$ cat src/rtl/route_pkg.sv
package route_pkg;
  parameter int unsigned DEST_W    = 16;
  parameter int unsigned PORT_W    = 6;
  parameter int unsigned CFG_IDX_W = 5;

  typedef enum logic [1:0] {
    CFG_BASE  = 2'd0,
    CFG_MASK  = 2'd1,
    CFG_REMAP = 2'd2,
    CFG_ASSOC = 2'd3
  } cfg_sel_e;

  typedef struct packed {
    logic              valid;
    logic              down;
    logic              adapt_ok;
    logic [PORT_W-1:0] port;
  } route_res_t;
endpackage

$ cat src/rtl/route_cfg_regs.sv
module route_cfg_regs
  import route_pkg::*;
#(
  parameter int unsigned DN_LOG_W = 5,
  parameter int unsigned ASSOC_N  = 4,
  parameter int unsigned TAG_W    = 8,
  localparam int unsigned DN_N    = 1 << DN_LOG_W,
  localparam int unsigned AS_IW   = (ASSOC_N > 1) ? $clog2(ASSOC_N) : 1
) (
  input  logic                      clk,
  input  logic                      rst_n,
  input  logic                      cfg_we,
  input  logic [1:0]                cfg_sel,
  input  logic [CFG_IDX_W-1:0]      cfg_idx,
  input  logic [DEST_W-1:0]         cfg_data,
  output logic [DEST_W-1:0]         base_q,
  output logic [DEST_W-1:0]         mask_q,
  output logic [DN_N*PORT_W-1:0]    remap_q,
  output logic [ASSOC_N-1:0]        as_vld_q,
  output logic [ASSOC_N*TAG_W-1:0]  as_tag_q,
  output logic [ASSOC_N*PORT_W-1:0] as_port_q
);
  cfg_sel_e sel;
  assign sel = cfg_sel_e'(cfg_sel);

  always_ff @(posedge clk or negedge rst_n) begin
    if (!rst_n) begin
      base_q <= '0;
      mask_q <= '0;
    end else if (cfg_we) begin
      if (sel == CFG_BASE) base_q <= cfg_data;
      if (sel == CFG_MASK) mask_q <= cfg_data;
    end
  end

  for (genvar i = 0; i < DN_N; i++) begin : g_remap
    always_ff @(posedge clk or negedge rst_n) begin
      if (!rst_n)
        remap_q[i*PORT_W +: PORT_W] <= PORT_W'(i);
      else if (cfg_we && sel == CFG_REMAP && cfg_idx[DN_LOG_W-1:0] == DN_LOG_W'(i))
        remap_q[i*PORT_W +: PORT_W] <= cfg_data[PORT_W-1:0];
    end
  end

  for (genvar j = 0; j < ASSOC_N; j++) begin : g_assoc
    always_ff @(posedge clk or negedge rst_n) begin
      if (!rst_n) begin
        as_vld_q[j]                    <= 1'b0;
        as_tag_q[j*TAG_W +: TAG_W]     <= '0;
        as_port_q[j*PORT_W +: PORT_W]  <= '0;
      end else if (cfg_we && sel == CFG_ASSOC && cfg_idx[AS_IW-1:0] == AS_IW'(j)) begin
        as_vld_q[j]                    <= cfg_data[DEST_W-1];
        as_tag_q[j*TAG_W +: TAG_W]     <= cfg_data[PORT_W +: TAG_W];
        as_port_q[j*PORT_W +: PORT_W]  <= cfg_data[PORT_W-1:0];
      end
    end
  end
endmodule

$ cat src/rtl/route_assoc_lookup.sv
module route_assoc_lookup
  import route_pkg::*;
#(
  parameter int unsigned ASSOC_N = 4,
  parameter int unsigned TAG_W   = 8
) (
  input  logic [TAG_W-1:0]          key,
  input  logic [ASSOC_N-1:0]        vld,
  input  logic [ASSOC_N*TAG_W-1:0]  tags,
  input  logic [ASSOC_N*PORT_W-1:0] ports,
  output logic                      hit,
  output logic [PORT_W-1:0]         port
);
  logic [ASSOC_N-1:0] match;

  for (genvar j = 0; j < ASSOC_N; j++) begin : g_cmp
    assign match[j] = vld[j] && (tags[j*TAG_W +: TAG_W] == key);
  end

  // lowest matching index wins: scan downward so it is written last
  always_comb begin
    port = '0;
    for (int k = ASSOC_N - 1; k >= 0; k--) begin
      if (match[k]) port = ports[k*PORT_W +: PORT_W];
    end
  end

  assign hit = |match;
endmodule

$ cat src/rtl/hier_route_unit.sv
module hier_route_unit
  import route_pkg::*;
#(
  parameter int unsigned DN_LOG_W = 5,
  parameter int unsigned DN_SHIFT = 0,
  parameter int unsigned ASSOC_N  = 4,
  parameter int unsigned TAG_W    = 8,
  parameter int unsigned UP_BASE  = 32,
  localparam int unsigned DN_N    = 1 << DN_LOG_W,
  localparam int unsigned UP_W    = PORT_W - 1
) (
  input  logic                 clk,
  input  logic                 rst_n,
  input  logic                 cfg_we,
  input  logic [1:0]           cfg_sel,
  input  logic [CFG_IDX_W-1:0] cfg_idx,
  input  logic [DEST_W-1:0]    cfg_data,
  input  logic                 hdr_valid,
  input  logic [DEST_W-1:0]    hdr_dest,
  input  logic [PORT_W-1:0]    hdr_in_port,
  input  logic [PORT_W-1:0]    hdr_addr,
  input  logic                 hdr_use_addr,
  input  logic                 hdr_is_req,
  input  logic                 hdr_adaptive,
  output logic                 rt_valid,
  output logic [PORT_W-1:0]    rt_port,
  output logic                 rt_down,
  output logic                 rt_adapt_ok
);
  function automatic logic in_subtree(input logic [DEST_W-1:0] d,
                                      input logic [DEST_W-1:0] b,
                                      input logic [DEST_W-1:0] m);
    return ((d ^ b) & ~m) == '0;
  endfunction

  function automatic logic [DN_LOG_W-1:0] down_logical(input logic [DEST_W-1:0] d);
    return DN_LOG_W'(d >> DN_SHIFT);
  endfunction

  function automatic logic [PORT_W-1:0] up_spread(input logic [PORT_W-1:0] ip,
                                                  input logic [DEST_W-1:0] d,
                                                  input logic              use_a,
                                                  input logic [PORT_W-1:0] a);
    logic [PORT_W-1:0] mix;
    mix = ip ^ d[PORT_W-1:0] ^ (use_a ? a : '0);
    return PORT_W'(UP_BASE) + PORT_W'(mix[UP_W-1:0]);
  endfunction

  logic [DEST_W-1:0]         base_q, mask_q;
  logic [DN_N*PORT_W-1:0]    remap_q;
  logic [ASSOC_N-1:0]        as_vld_q;
  logic [ASSOC_N*TAG_W-1:0]  as_tag_q;
  logic [ASSOC_N*PORT_W-1:0] as_port_q;

  route_cfg_regs #(.DN_LOG_W(DN_LOG_W), .ASSOC_N(ASSOC_N), .TAG_W(TAG_W)) u_cfg (
    .clk(clk), .rst_n(rst_n), .cfg_we(cfg_we), .cfg_sel(cfg_sel),
    .cfg_idx(cfg_idx), .cfg_data(cfg_data), .base_q(base_q), .mask_q(mask_q),
    .remap_q(remap_q), .as_vld_q(as_vld_q), .as_tag_q(as_tag_q), .as_port_q(as_port_q)
  );

  // named decision wires, observed by the checker
  logic                local_hit;
  logic                assoc_hit;
  logic [PORT_W-1:0]   assoc_port;
  logic [DN_LOG_W-1:0] dn_logical;
  logic [PORT_W-1:0]   dn_port;
  logic [PORT_W-1:0]   hash_port;
  route_res_t          nxt, res_q;

  route_assoc_lookup #(.ASSOC_N(ASSOC_N), .TAG_W(TAG_W)) u_assoc (
    .key(hdr_dest[DEST_W-1 -: TAG_W]), .vld(as_vld_q), .tags(as_tag_q),
    .ports(as_port_q), .hit(assoc_hit), .port(assoc_port)
  );

  assign local_hit  = in_subtree(hdr_dest, base_q, mask_q);
  assign dn_logical = down_logical(hdr_dest);
  assign dn_port    = remap_q[dn_logical*PORT_W +: PORT_W];
  assign hash_port  = up_spread(hdr_in_port, hdr_dest, hdr_use_addr, hdr_addr);

  always_comb begin
    nxt.valid    = 1'b1;
    nxt.down     = local_hit;
    nxt.adapt_ok = !local_hit && hdr_adaptive && !hdr_is_req;
    if (local_hit)      nxt.port = dn_port;
    else if (assoc_hit) nxt.port = assoc_port;
    else                nxt.port = hash_port;
  end

  always_ff @(posedge clk or negedge rst_n) begin
    if (!rst_n) begin
      res_q <= '0;
    end else if (hdr_valid) begin
      res_q <= nxt;
    end else begin
      res_q.valid <= 1'b0;
    end
  end

  assign rt_valid    = res_q.valid;
  assign rt_port     = res_q.port;
  assign rt_down     = res_q.down;
  assign rt_adapt_ok = res_q.adapt_ok;
endmodule

$ cat config.mk
export PLATFORM = sky130hd
export DESIGN_NAME = hier_route_unit
export DESIGN_NICKNAME = d
export VERILOG_FILES = /design/src/rtl/route_pkg.sv /design/src/rtl/route_cfg_regs.sv /design/src/rtl/route_assoc_lookup.sv /design/src/rtl/hier_route_unit.sv
export SDC_FILE = /design/constraint.sdc
export NUM_CORES = 1
export LEC_CHECK = 0
export BUFFER_PORTS_ARGS = -buffer_cell sky130_fd_sc_hd__buf_2
export CAP_MARGIN = 20
export CORE_ASPECT_RATIO = 0.9
export CORE_UTILIZATION = 56
export CTS_CLUSTER_SIZE = 12
export DETAILED_ROUTE_END_ITERATION = 10
export GPL_TIMING_DRIVEN = 0
export PLACE_DENSITY = 0.77
export SLEW_MARGIN = 20
export SYNTH_ARGS = -nofsm -noshare
export SYNTH_HDL_FRONTEND = slang
export SYNTH_HIERARCHICAL = 1
export SYNTH_SLANG_ARGS = --single-unit
$ cat constraint.sdc
create_clock -name clk -period 2.05 [get_ports clk]
set_input_delay 0 -clock clk [delete_from_list [all_inputs] [get_ports clk]]
set_output_delay 0 -clock clk [all_outputs]
set_load 0.01 [all_outputs]
==> results of run 1 <==
==> state kept, by name (all words and copies together), names as in the netlist <==
signal and count:
rt_valid 1, u_cfg/mask_q 16, u_cfg/as_vld_q 4, rt_down 1, u_cfg/as_port_q 24, u_cfg/remap_q 192
rt_adapt_ok 1, u_cfg/as_tag_q 32, u_cfg/base_q 16, rt_port 6
==> path summary, 6_finish.rpt <==
path	endpoint	cells past startpoint	slack (ns)
worst max-delay path	rt_port[2]$_DFFE_PN0P_	8	-0.21
worst min-delay path	u_cfg/remap_q[172]$_DFFE_PN1P_	2	0.01
worst max register to register	rt_port[2]$_DFFE_PN0P_	8	-0.21
worst min register to register	rt_adapt_ok$_DFFE_PN0P_	1	0.48
max in group asynchronous	u_cfg/remap_q[37]$_DFFE_PN1P_	5	0.56
min in group asynchronous	u_cfg/remap_q[56]$_DFFE_PN0P_	3	0.43
==> synthesized netlist by cell type, types with 5 or more instances <==
library cell | number | share of area
mux2_2 | 274 | 0.22
dfrtp_1 | 213 | 0.38
dfstp_2 | 80 | 0.15
xnor2_1 | 51 | 0.032
mux2i_1 | 45 | 0.032
nand2_1 | 35 | 0.0093
clkbuf_1 | 32 | 0.0085
nand3_1 | 26 | 0.0092
mux4_2 | 24 | 0.038
buf_2 | 23 | 0.0081
nor2_1 | 20 | 0.0053
a22oi_1 | 16 | 0.0085
a21oi_1 | 13 | 0.0046
mux2_1 | 11 | 0.0087
a211oi_1 | 9 | 0.0048
nand4_1 | 8 | 0.0035
nor3_1 | 8 | 0.0028
o22ai_1 | 8 | 0.0035
nor2_2 | 7 | 0.0031
nor4_1 | 7 | 0.0031
xor2_1 | 7 | 0.0043
nor2b_1 | 6 | 0.0026
buf_4 | 5 | 0.0026
buf_6 | 5 | 0.0040
inv_1 | 5 | 0.0013
nand2b_1 | 5 | 0.0022
nand4b_1 | 5 | 0.0031
o21ai_0 | 5 | 0.0018
==> through the flow <==
stage               cells  utilization  hold slack, ns
finish               1498       0.6702         0.01179
global route         1498       0.6702         0.02541
global placement     1413       0.6069          0.1679
detailed placement   1416       0.6107        -0.02661
floorplan            1022            -         -0.2956
CTS                  1494       0.6639        0.001255
==> repair_timing <==
action | in CTS | in global routing
setup endpoints to repair | 8 | 6
endpoints found under the hold margin | 256 | 0
resized for setup | 18 | 22
setup buffers | 4 | 4
hold buffers | 17 | 0
pin swaps | 7 | 10
cloned | 0 | 1
==> cells by family after synthesis <==
family / synth area share
mux: 0.3036
flops: 0.5241
simple gates: 0.07712
buf+inv: 0.02532
compound gates: 0.03397
xor+xnor: 0.03582
==> cell type report <==
cell class	instances	area, sq um	share of cell area
plain buffers	66	337.8	0.02055
clock inverters	7	92.59	0.005633
well taps	336	420.4	0.02558
multi-input cells	656	6591	0.4010
repair buffers	84	633.1	0.03852
clock buffers	51	910.9	0.05542
flip-flops and latches	293	7432	0.4522
inverters	5	18.77	0.001142
==> per-layer routing <==
metal	GRT usage	up-vias	share of wire
met5	0	-	0.00070
met3	0.07716	99	0.088
met4	0.09653	4	0.036
met2	0.4596	388	0.45
li1	-	3969	-
met1	0.4435	4857	0.43
==> report_power, final <==
part	internal [mW]	switching (mW)	total, mW
Clock	3.27	2.28	5.55
Sequential	6.61	0.436	7.05
Combinational	1.14	1.12	2.27
Total	11.0	3.84	14.9
==> metrics.txt, run 1 <==
Worst Max-Slew Pin Slew=0.9311 ns; number of synthesized flops with an enable pin=0; Power Dens Cells=904.2 nW/um^2; Critical Path AT=2.71 ns; io pins=67; num rows=54; crit-path cells=xor2_1, nor4_2, and3_4, or4_4, clkbuf_16, a21oi_1, a31oi_1, o21a_1; CP max stage delay=0.58 ns; clock-pin slew on the worst setup and hold paths=0.06 ns; Setup TNS=-0.8036 ns; commonest cells after routing, fill and taps aside=274 x mux2_2, 213 x dfrtp_1, 80 x dfstp_2, 77 x buf_2, 50 x xnor2_1; Fmax=0.4427 GHz; post-DR wirelength/cell=25.79 um; worst-path fanout max=6; FILL cells=1733; Yosys warnings=6; Post-Syn Nets=1080; #FFs+latches synth=293; worst skew pair latency=0.56 ns; Netlist cell types=67; Inserted Diodes=0; critical path class=flip-flop to flip-flop; Slew headroom=0.3793; # setup viols final=6; Initial Util=0.5782; nets@finish=1195; Pins Over Slew Limit=0; Worst Setup SP=u_cfg/as_tag_q[9]$_DFFE_PN0P_; Cell Area, Synth=14180 sq um; Global Route Usage Sum=0.3081; final hold violation count=0; Die Span X=169.7 um; Via density=6.220; layout cells sized above 1=0.5043; clock buffer count from CTS=31; Tcrit/Tclk final=1.102; Mapped Cells=1022; power consumption=14.86 mW; H-tree levels=1; failing checks=negative setup slack; setup ws final=-0.2089 ns; Pleak=7.110 nW; Buffers on Ports=55; DRT antenna net count=0; Total Routed Length=38640 um; Worst setup SP type=flip-flop; die area=25960 sq um; async set or reset register ratio after synthesis=1.000; nature of the critical path endpoint=flip-flop; skew final=0.01333 ns; MaxCap Viol Count=0; Final HPWL DP=26100 um; largest net degree at the start of global routing=82; CP max stage cell=or4_4; top_reg_cell synth=dfrtp_1; initial antenna violation count=2; Vias=9317; most common cell after layout, fill and taps aside=mux2_2; area delta synth->final=15.92%; CTS tree=built; die height=153.0 um; dpl cell area=14980 sq um; Final min period=2.259 ns; clk sinks=293; Remaining DRCs=0; reg2reg start=u_cfg/as_tag_q[9]$_DFFE_PN0P_; gpl congestion=0.9140; finished layout cell area=16440 sq um; first-pass GRT wire length=59020 um; Worst Path Buf+Inv=1; worst min path class=input pin to flip-flop; Synth Area per Inst=13.87 sq um; VDD IR max=0.0007560 V; crit-path leading delay family=simple AND/OR/NAND/NOR gates; gr ovfl total=0; Root Driver=clkbuf_16; status=finished with violations; vias in the first global route=9615; hold path startpoint=cfg_data[4]; 1st-pass router iterations=5; Critical Path RT=2.50 ns; post-synthesis sequential area ratio=0.5241; dpl ws=-1.180 ns; unrepaired setup endpoints after global routing=yes; CTS Buffer Depth=3; core area=24530 sq um; Initial DRC Count=826
(Power assumes the default switching activity.)
==> run 2, diff against run 1 <==
--- a/config.mk
+++ b/config.mk
@@ -16,5 +16,4 @@
 export SLEW_MARGIN = 20
 export SYNTH_ARGS = -nofsm -noshare
 export SYNTH_HDL_FRONTEND = slang
-export SYNTH_HIERARCHICAL = 1
 export SYNTH_SLANG_ARGS = --single-unit
==> metrics.txt, run 2 <==
skew final=0.01831 ns (+0.004980 ns); layout cells sized above 1=0.4882 (-0.01606); Slew headroom=0.3513 (-0.02792); cells on worst reg2reg path=8 (unchanged); async set or reset register ratio after synthesis=1.000 (unchanged); Placed Instances=1337 (-5.6%); post-synthesis sequential area ratio=0.5341 (+0.009992); Pleak=6.963 nW (-2.1%); first-pass GRT wire length=54640 um (-7.4%); most common cell in the netlist=mux2_2; worst reg-to-reg setup slack=0.04 ns (+0.25 ns); worst min path class=input pin to async pin; DRT antenna net count=0 (unchanged); Top Registers=u_cfg.remap_q (192), u_cfg.as_tag_q (32), u_cfg.as_port_q (24); vias in the first global route=9100 (-5.4%); Remaining DRCs=0 (unchanged); Synth Area per Inst=14.21 sq um (+2.4%); critical path class=flip-flop to flip-flop; Critical Path RT=2.49 ns (about the same); die area=25480 sq um (-1.9%); largest net degree at the start of global routing=101 (+23%); most common cell after layout, fill and taps aside=mux2_2; final hold violation count=0 (unchanged); Die Span X=168.2 um (-0.93%); Initial Util=0.5721 (-0.006087); Global Route Usage Sum=0.2907 (-0.01733); Worst setup SP type=flip-flop; Critical Path AT=2.45 ns (-0.26 ns); Power Dens Cells=899.4 nW/um^2 (-0.54%); initial antenna violation count=2 (unchanged); max FFs per register=192 (unchanged); Mapped Cells=979 (-4.2%); ranking of synthesized cells by area=dfrtp_1 38%, mux2_2 22%, dfstp_2 15%, mux4_2 4.9%, xnor2_1 2.3%; Via density=6.165 (-0.89%); commonest cells after routing, fill and taps aside=271 x mux2_2, 213 x dfrtp_1, 80 x dfstp_2, 65 x buf_2, 46 x clkbuf_1; most instantiated cells after synthesis=271 x mux2_2, 213 x dfrtp_1, 80 x dfstp_2; number of synthesized flops with an enable pin=0 (unchanged); area leader, netlist=dfrtp_1; clk sinks=293 (unchanged); area delta synth->final=14.53%; reg2reg start=u_cfg.base_q[13]$_DFFE_PN0P_; clock buffer count from CTS=30 (-3.2%); Yosys warnings=0 (-6); Pins Over Slew Limit=0 (unchanged); # setup viols final=0 (-6); Worst Max-Slew Pin Slew=0.9709 ns (+0.03978 ns); Final Hold Slack=0.03974 ns (+0.02794 ns); core area=24320 sq um (-0.83%); nets@finish=1141 (-4.5%); Tcrit/Tclk final=0.9815 (-0.1204); H-tree levels=1 (unchanged); MaxCap Viol Count=0 (unchanged); Largest Register=u_cfg.remap_q; Buffers on Ports=47 (-15%); gr ovfl total=0 (unchanged); unrepaired setup endpoints after global routing=yes; nature of the critical path endpoint=flip-flop; VDD IR max=0.0007108 V (-6.0%); Final HPWL DP=24480 um (-6.2%); Cell Area, Synth=13910 sq um (-1.9%); worst skew pair latency=0.55 ns (about the same); worst-path fanout max=10 (+4); 1st-pass router iterations=5 (unchanged); status=completed; reg2reg end=rt_port[2]$_DFFE_PN0P_; Total Routed Length=35150 um (-9.0%); gpl congestion=0.9215 (+0.82%); Root Driver=clkbuf_16; CTS tree=built; dpl ws=-0.4738 ns (+0.7062 ns); post-DR wirelength/cell=24.83 um (-3.8%); setup ws final=0.03794 ns (+0.2469 ns); Initial DRC Count=756 (-8.5%); die height=151.5 um (-0.93%); Finished Layout Cells=1416 (-5.5%); Final min period=2.012 ns (-0.2469 ns); CTS Buffer Depth=3 (unchanged); share of the synthesized area in the top cell type=0.3831 (+0.007166); io pins=67 (unchanged); num rows=54 (unchanged); Vias=8729 (-6.3%); Netlist cell types=51 (-24%); clock-pin slew on the worst setup and hold paths=0.06 ns (about the same); top_reg_cell synth=dfrtp_1; Fmax=0.4970 GHz (+12%); #FFs+latches synth=293 (unchanged); Post-Syn Nets=1037 (-4.0%)
-- run 2: worst max-delay path, stage by stage, from the launching register on --
cell     delay, ns
dfrtp_1       0.39
xnor2_1       0.19
o22ai_2       0.11
nor4_4        0.28
buf_4         0.19
nand2_2       0.08
buf_6         0.17
o31a_1        0.30
a22o_1        0.20
-- run 2: logic make-up after synthesis --
| group | share of synthesized area |
|---|---|
| DFF | 0.5341 |
| muxes | 0.3174 |
| xor gates and xnor gates | 0.03651 |
| AOI/OAI and AO/OA | 0.03660 |
| buffers and inverters | 0.02644 |
| and+or+nand+nor | 0.04892 |
-- run 2: layout make-up --
type / count / area, sq um
Sequential cell: 293 / 7432
Antenna cell: 2 / 5.005
Fill cell: 1746 / 8387
Inverter: 11 / 41.29
Clock inverter: 6 / 30.03
Tap cell: 308 / 385.4
Timing Repair Buffer: 73 / 543.0
Buffer: 62 / 329.1
Multi-Input combinational cell: 612 / 6287
Clock buffer: 49 / 883.3
-- run 2: power by group --
part	internal, mW	total (mW)	switching [mW]
sequential	6.61	7.03	0.416
combinational	1.12	2.18	1.06
clock	2.92	5.12	2.20
-- run 2: metal layers --
layer / up-vias / part of all wire / global-route usage
met2: 262 / 0.47 / 0.4721
met4: 2 / 0.027 / 0.08773
li1: 3785 / - / -
met3: 70 / 0.062 / 0.05558
met5: - / 0.00023 / 0
met1: 4610 / 0.44 / 0.4018
-- run 2: what timing repair did --
action	4_1_cts	5_1_grt
pin swaps	2	13
endpoints found under the setup margin	7	6
hold buffers	17	0
hold endpoints to repair	271	0
gates resized for setup	13	18
setup buffers	1	5
-- run 2: worst max-delay path by stage --
stage | cells after the start | startpoint | to | slack [ns]
final | 8 | u_cfg.base_q[13]$_DFFE_PN0P_ | rt_port[2]$_DFFE_PN0P_ | 0.04
after global routing | 8 | u_cfg.base_q[0]$_DFFE_PN0P_ | rt_port[1]$_DFFE_PN0P_ | -0.05
after CTS | 7 | u_cfg.base_q[13]$_DFFE_PN0P_ | rt_port[2]$_DFFE_PN0P_ | -0.0009
after detailed placement | 7 | u_cfg.base_q[7]$_DFFE_PN0P_ | rt_port[2]$_DFFE_PN0P_ | -0.47
after global placement | 1 | rst_n | u_cfg.remap_q[175]$_DFFE_PN0P_ | -4.36
after floorplan | 6 | u_cfg.as_tag_q[30]$_DFFE_PN0P_ | rt_port[4]$_DFFE_PN0P_ | 0.18
-- run 2: through the flow --
stage                     utilization    TNS (ns)  area, sq um  power [mW]
after floorplan                     -           0        13910       8.394
after global placement         0.5976    -1147.83        14540       9.001
after detailed placement       0.6016      -23.65        14630       9.124
after CTS                      0.6495  -0.0008666        15800       14.30
after global routing           0.6550     -0.1114        15930       14.91
final                          0.6552           0        15940       14.33
==> run 3, diff against run 2 <==
--- a/config.mk
+++ b/config.mk
@@ -8,11 +8,13 @@
 export BUFFER_PORTS_ARGS = -buffer_cell sky130_fd_sc_hd__buf_2
 export CAP_MARGIN = 20
 export CORE_ASPECT_RATIO = 0.9
-export CORE_UTILIZATION = 56
+export CORE_UTILIZATION = 58
+export CTS_BUF_LIST = sky130_fd_sc_hd__clkbuf_2
 export CTS_CLUSTER_SIZE = 12
 export DETAILED_ROUTE_END_ITERATION = 10
 export GPL_TIMING_DRIVEN = 0
-export PLACE_DENSITY = 0.77
+export PLACE_DENSITY = 0.79
+export REMOVE_ABC_BUFFERS = 1
 export SLEW_MARGIN = 20
 export SYNTH_ARGS = -nofsm -noshare
 export SYNTH_HDL_FRONTEND = slang
==> metrics.txt, run 3 (same netlist as run 2, synthesis figures left out) <==
Largest Register=u_cfg.remap_q; post-DR wirelength/cell=22.01 um (-11%); cells on worst reg2reg path=5 (-3); Slew headroom=0.3349 (-0.01648); largest net degree at the start of global routing=79 (-22%); Via density=6.017 (-2.4%); worst-path fanout max=2 (-8); io pins=67 (unchanged); clock buffer count from CTS=73 (+140%); layout cells sized above 1=0.5140 (+0.02578); Power Dens Cells=811.0 nW/um^2 (-9.8%); finished layout cell area=16220 sq um (+1.8%); unrepaired setup endpoints after global routing=yes; first-pass GRT wire length=53010 um (-3.0%); Global Route Usage Sum=0.2865 (-0.004214); Worst Setup SP=u_cfg.remap_q[169]$_DFFE_PN0P_; VDD IR max=0.0004125 V (-42%); area delta synth->final=16.58%; Initial DRC Count=653 (-14%); Final min period=2.023 ns (+0.01113 ns); dpl cell area=14480 sq um (-1.0%); critical path class=flip-flop to flip-flop; worst skew pair latency=0.83 ns (+0.28 ns); Setup TNS=0 ns (unchanged); Final Hold Slack=0.04761 ns (+0.007876 ns); skew final=0.06425 ns (+0.04594 ns); Final HPWL DP=20370 um (-17%); failing checks=design-rule violations; power consumption=13.16 mW (-8.2%); Worst setup SP type=flip-flop; Pins Over Slew Limit=0 (unchanged); Buffers on Ports=64 (+36%); max FFs per register=192 (unchanged); worst reg-to-reg setup slack=0.03 ns (about the same); clock-pin slew on the worst setup and hold paths=0.11 ns (+0.05 ns); final hold violation count=0 (unchanged); commonest cells after routing, fill and taps aside=271 x mux2_2, 213 x dfrtp_1, 118 x clkbuf_2, 82 x dlygate4sd3_1, 80 x dfstp_2; DRT antenna net count=0 (unchanged); Vias=9116 (+4.4%); reg2reg start=u_cfg.remap_q[169]$_DFFE_PN0P_; status=finished with violations; initial antenna violation count=1 (-1); die height=148.9 um (-1.7%); Finished Layout Cells=1515 (+7.0%); MaxCap Viol Count=0 (unchanged); most common cell after layout, fill and taps aside=mux2_2; worst min path class=input pin to flip-flop; Die Span X=165.3 um (-1.7%); clk sinks=293 (unchanged); Fmax=0.4943 GHz (-0.55%); Worst Max-Slew Pin Slew=0.9944 ns (+0.02354 ns); Critical Path RT=2.78 ns (+0.29 ns); die area=24610 sq um (-3.4%); 1st-pass router iterations=11 (+6); gr ovfl total=0 (unchanged); nature of the critical path endpoint=flip-flop; gpl congestion=0.8033 (-13%); vias in the first global route=9586 (+5.3%); Placed Instances=1291 (-3.4%); num rows=53 (-1.9%); Top Registers=u_cfg.remap_q (192), u_cfg.as_tag_q (32), u_cfg.as_port_q (24); CTS tree=built; reg2reg end=rt_port[1]$_DFFE_PN0P_; Remaining DRCs=9 (+9); core area=23480 sq um (-3.5%); Pleak=7.270 nW (+4.4%); nets@finish=1215 (+6.5%); H-tree levels=3 (+2); Total Routed Length=33340 um (-5.2%); Tcrit/Tclk final=0.9869 (+0.005430); Initial Util=0.5927 (+0.02067); Worst Setup EP=rt_port[1]$_DFFE_PN0P_; # setup viols final=0 (unchanged); CTS Buffer Depth=3 (unchanged); Critical Path AT=2.75 ns (+0.30 ns); Root Driver=clkbuf_2
## run 3: changes by cell type in the layout (fill, tap and decap cells not counted), sizes merged, moves of 3 or more
| cell | previous run | this run |
|---|---|---|
| dlygate4sd3 | 17 | 82 |
| clkbuf | 81 | 118 |
| buf | 86 | 83 |
| clkinv | 6 | 10 |
## run 3: what timing repair did
item                                   4_1_cts  5_1_grt
pin swaps                                    5       10
buffers inserted                             7        2
cloned                                       0        0
hold buffers                                84        0
setup endpoints to repair                    6       16
endpoints found under the hold margin      443        0
gates resized for setup                     12       19
## run 3: area by class of cell
class	count	area [sq um]
fillers	1634	7253
clock buffers	118	590.6
flip-flops and latches	293	7432
well taps	302	377.9
diodes	1	2.502
inverters	11	41.29
clock inverters	12	72.57
multi-input cells	612	6279
repair buffers	166	1426
## run 3: per-stage QoR
stage            util  setup WS, ns
2_1_floorplan       -        0.1762
3_3_place_gp   0.6086        -4.365
3_5_place_dp   0.6168       -0.5271
4_1_cts        0.6860      0.005699
5_1_grt        0.6910      -0.04521
6_report       0.6910       0.02681
## run 3: critical path, stage by stage (launching register included)
cell and delay, ns:
dfrtp_1 0.39, mux4_2 0.48, mux2i_2 0.28, o211ai_1 0.24, o31a_1 0.34, a22o_1 0.21
## run 3: how the worst min path moves through the flow
stage | startpoint | to | slack [ns] | cells after the start
floorplan | rst_n | rt_adapt_ok$_DFFE_PN0P_ | -0.30 | 0
detailed placement | rst_n | u_cfg.base_q[12]$_DFFE_PN0P_ | 0.02 | 1
global placement | cfg_data[14] | u_cfg.mask_q[14]$_DFFE_PN0P_ | 0.26 | 2
global route | cfg_idx[0] | u_cfg.remap_q[135]$_DFFE_PN0P_ | 0.03 | 4
finish | hdr_dest[6] | rt_down$_DFFE_PN0P_ | 0.05 | 6
CTS | hdr_dest[6] | rt_down$_DFFE_PN0P_ | 0.003 | 6
## run 3: routing by layer
| metal | vias up | global-route usage | part of all wire |
|---|---|---|---|
| li1 | 3978 | - | - |
| met2 | 281 | 0.4343 | 0.47 |
| met4 | 0 | 0.09174 | 0.025 |
| met5 | - | 0 | 0 |
| met3 | 70 | 0.06366 | 0.058 |
| met1 | 4787 | 0.4120 | 0.45 |
## run 3: where the power goes
group / switching (mW) / leakage (nW) / internal [mW]
Clock: 2.30 / 0.527 / 1.62
Sequential: 0.400 / 3.58 / 6.60
Combinational: 1.06 / 3.17 / 1.17
Total: 3.77 / 7.27 / 9.39
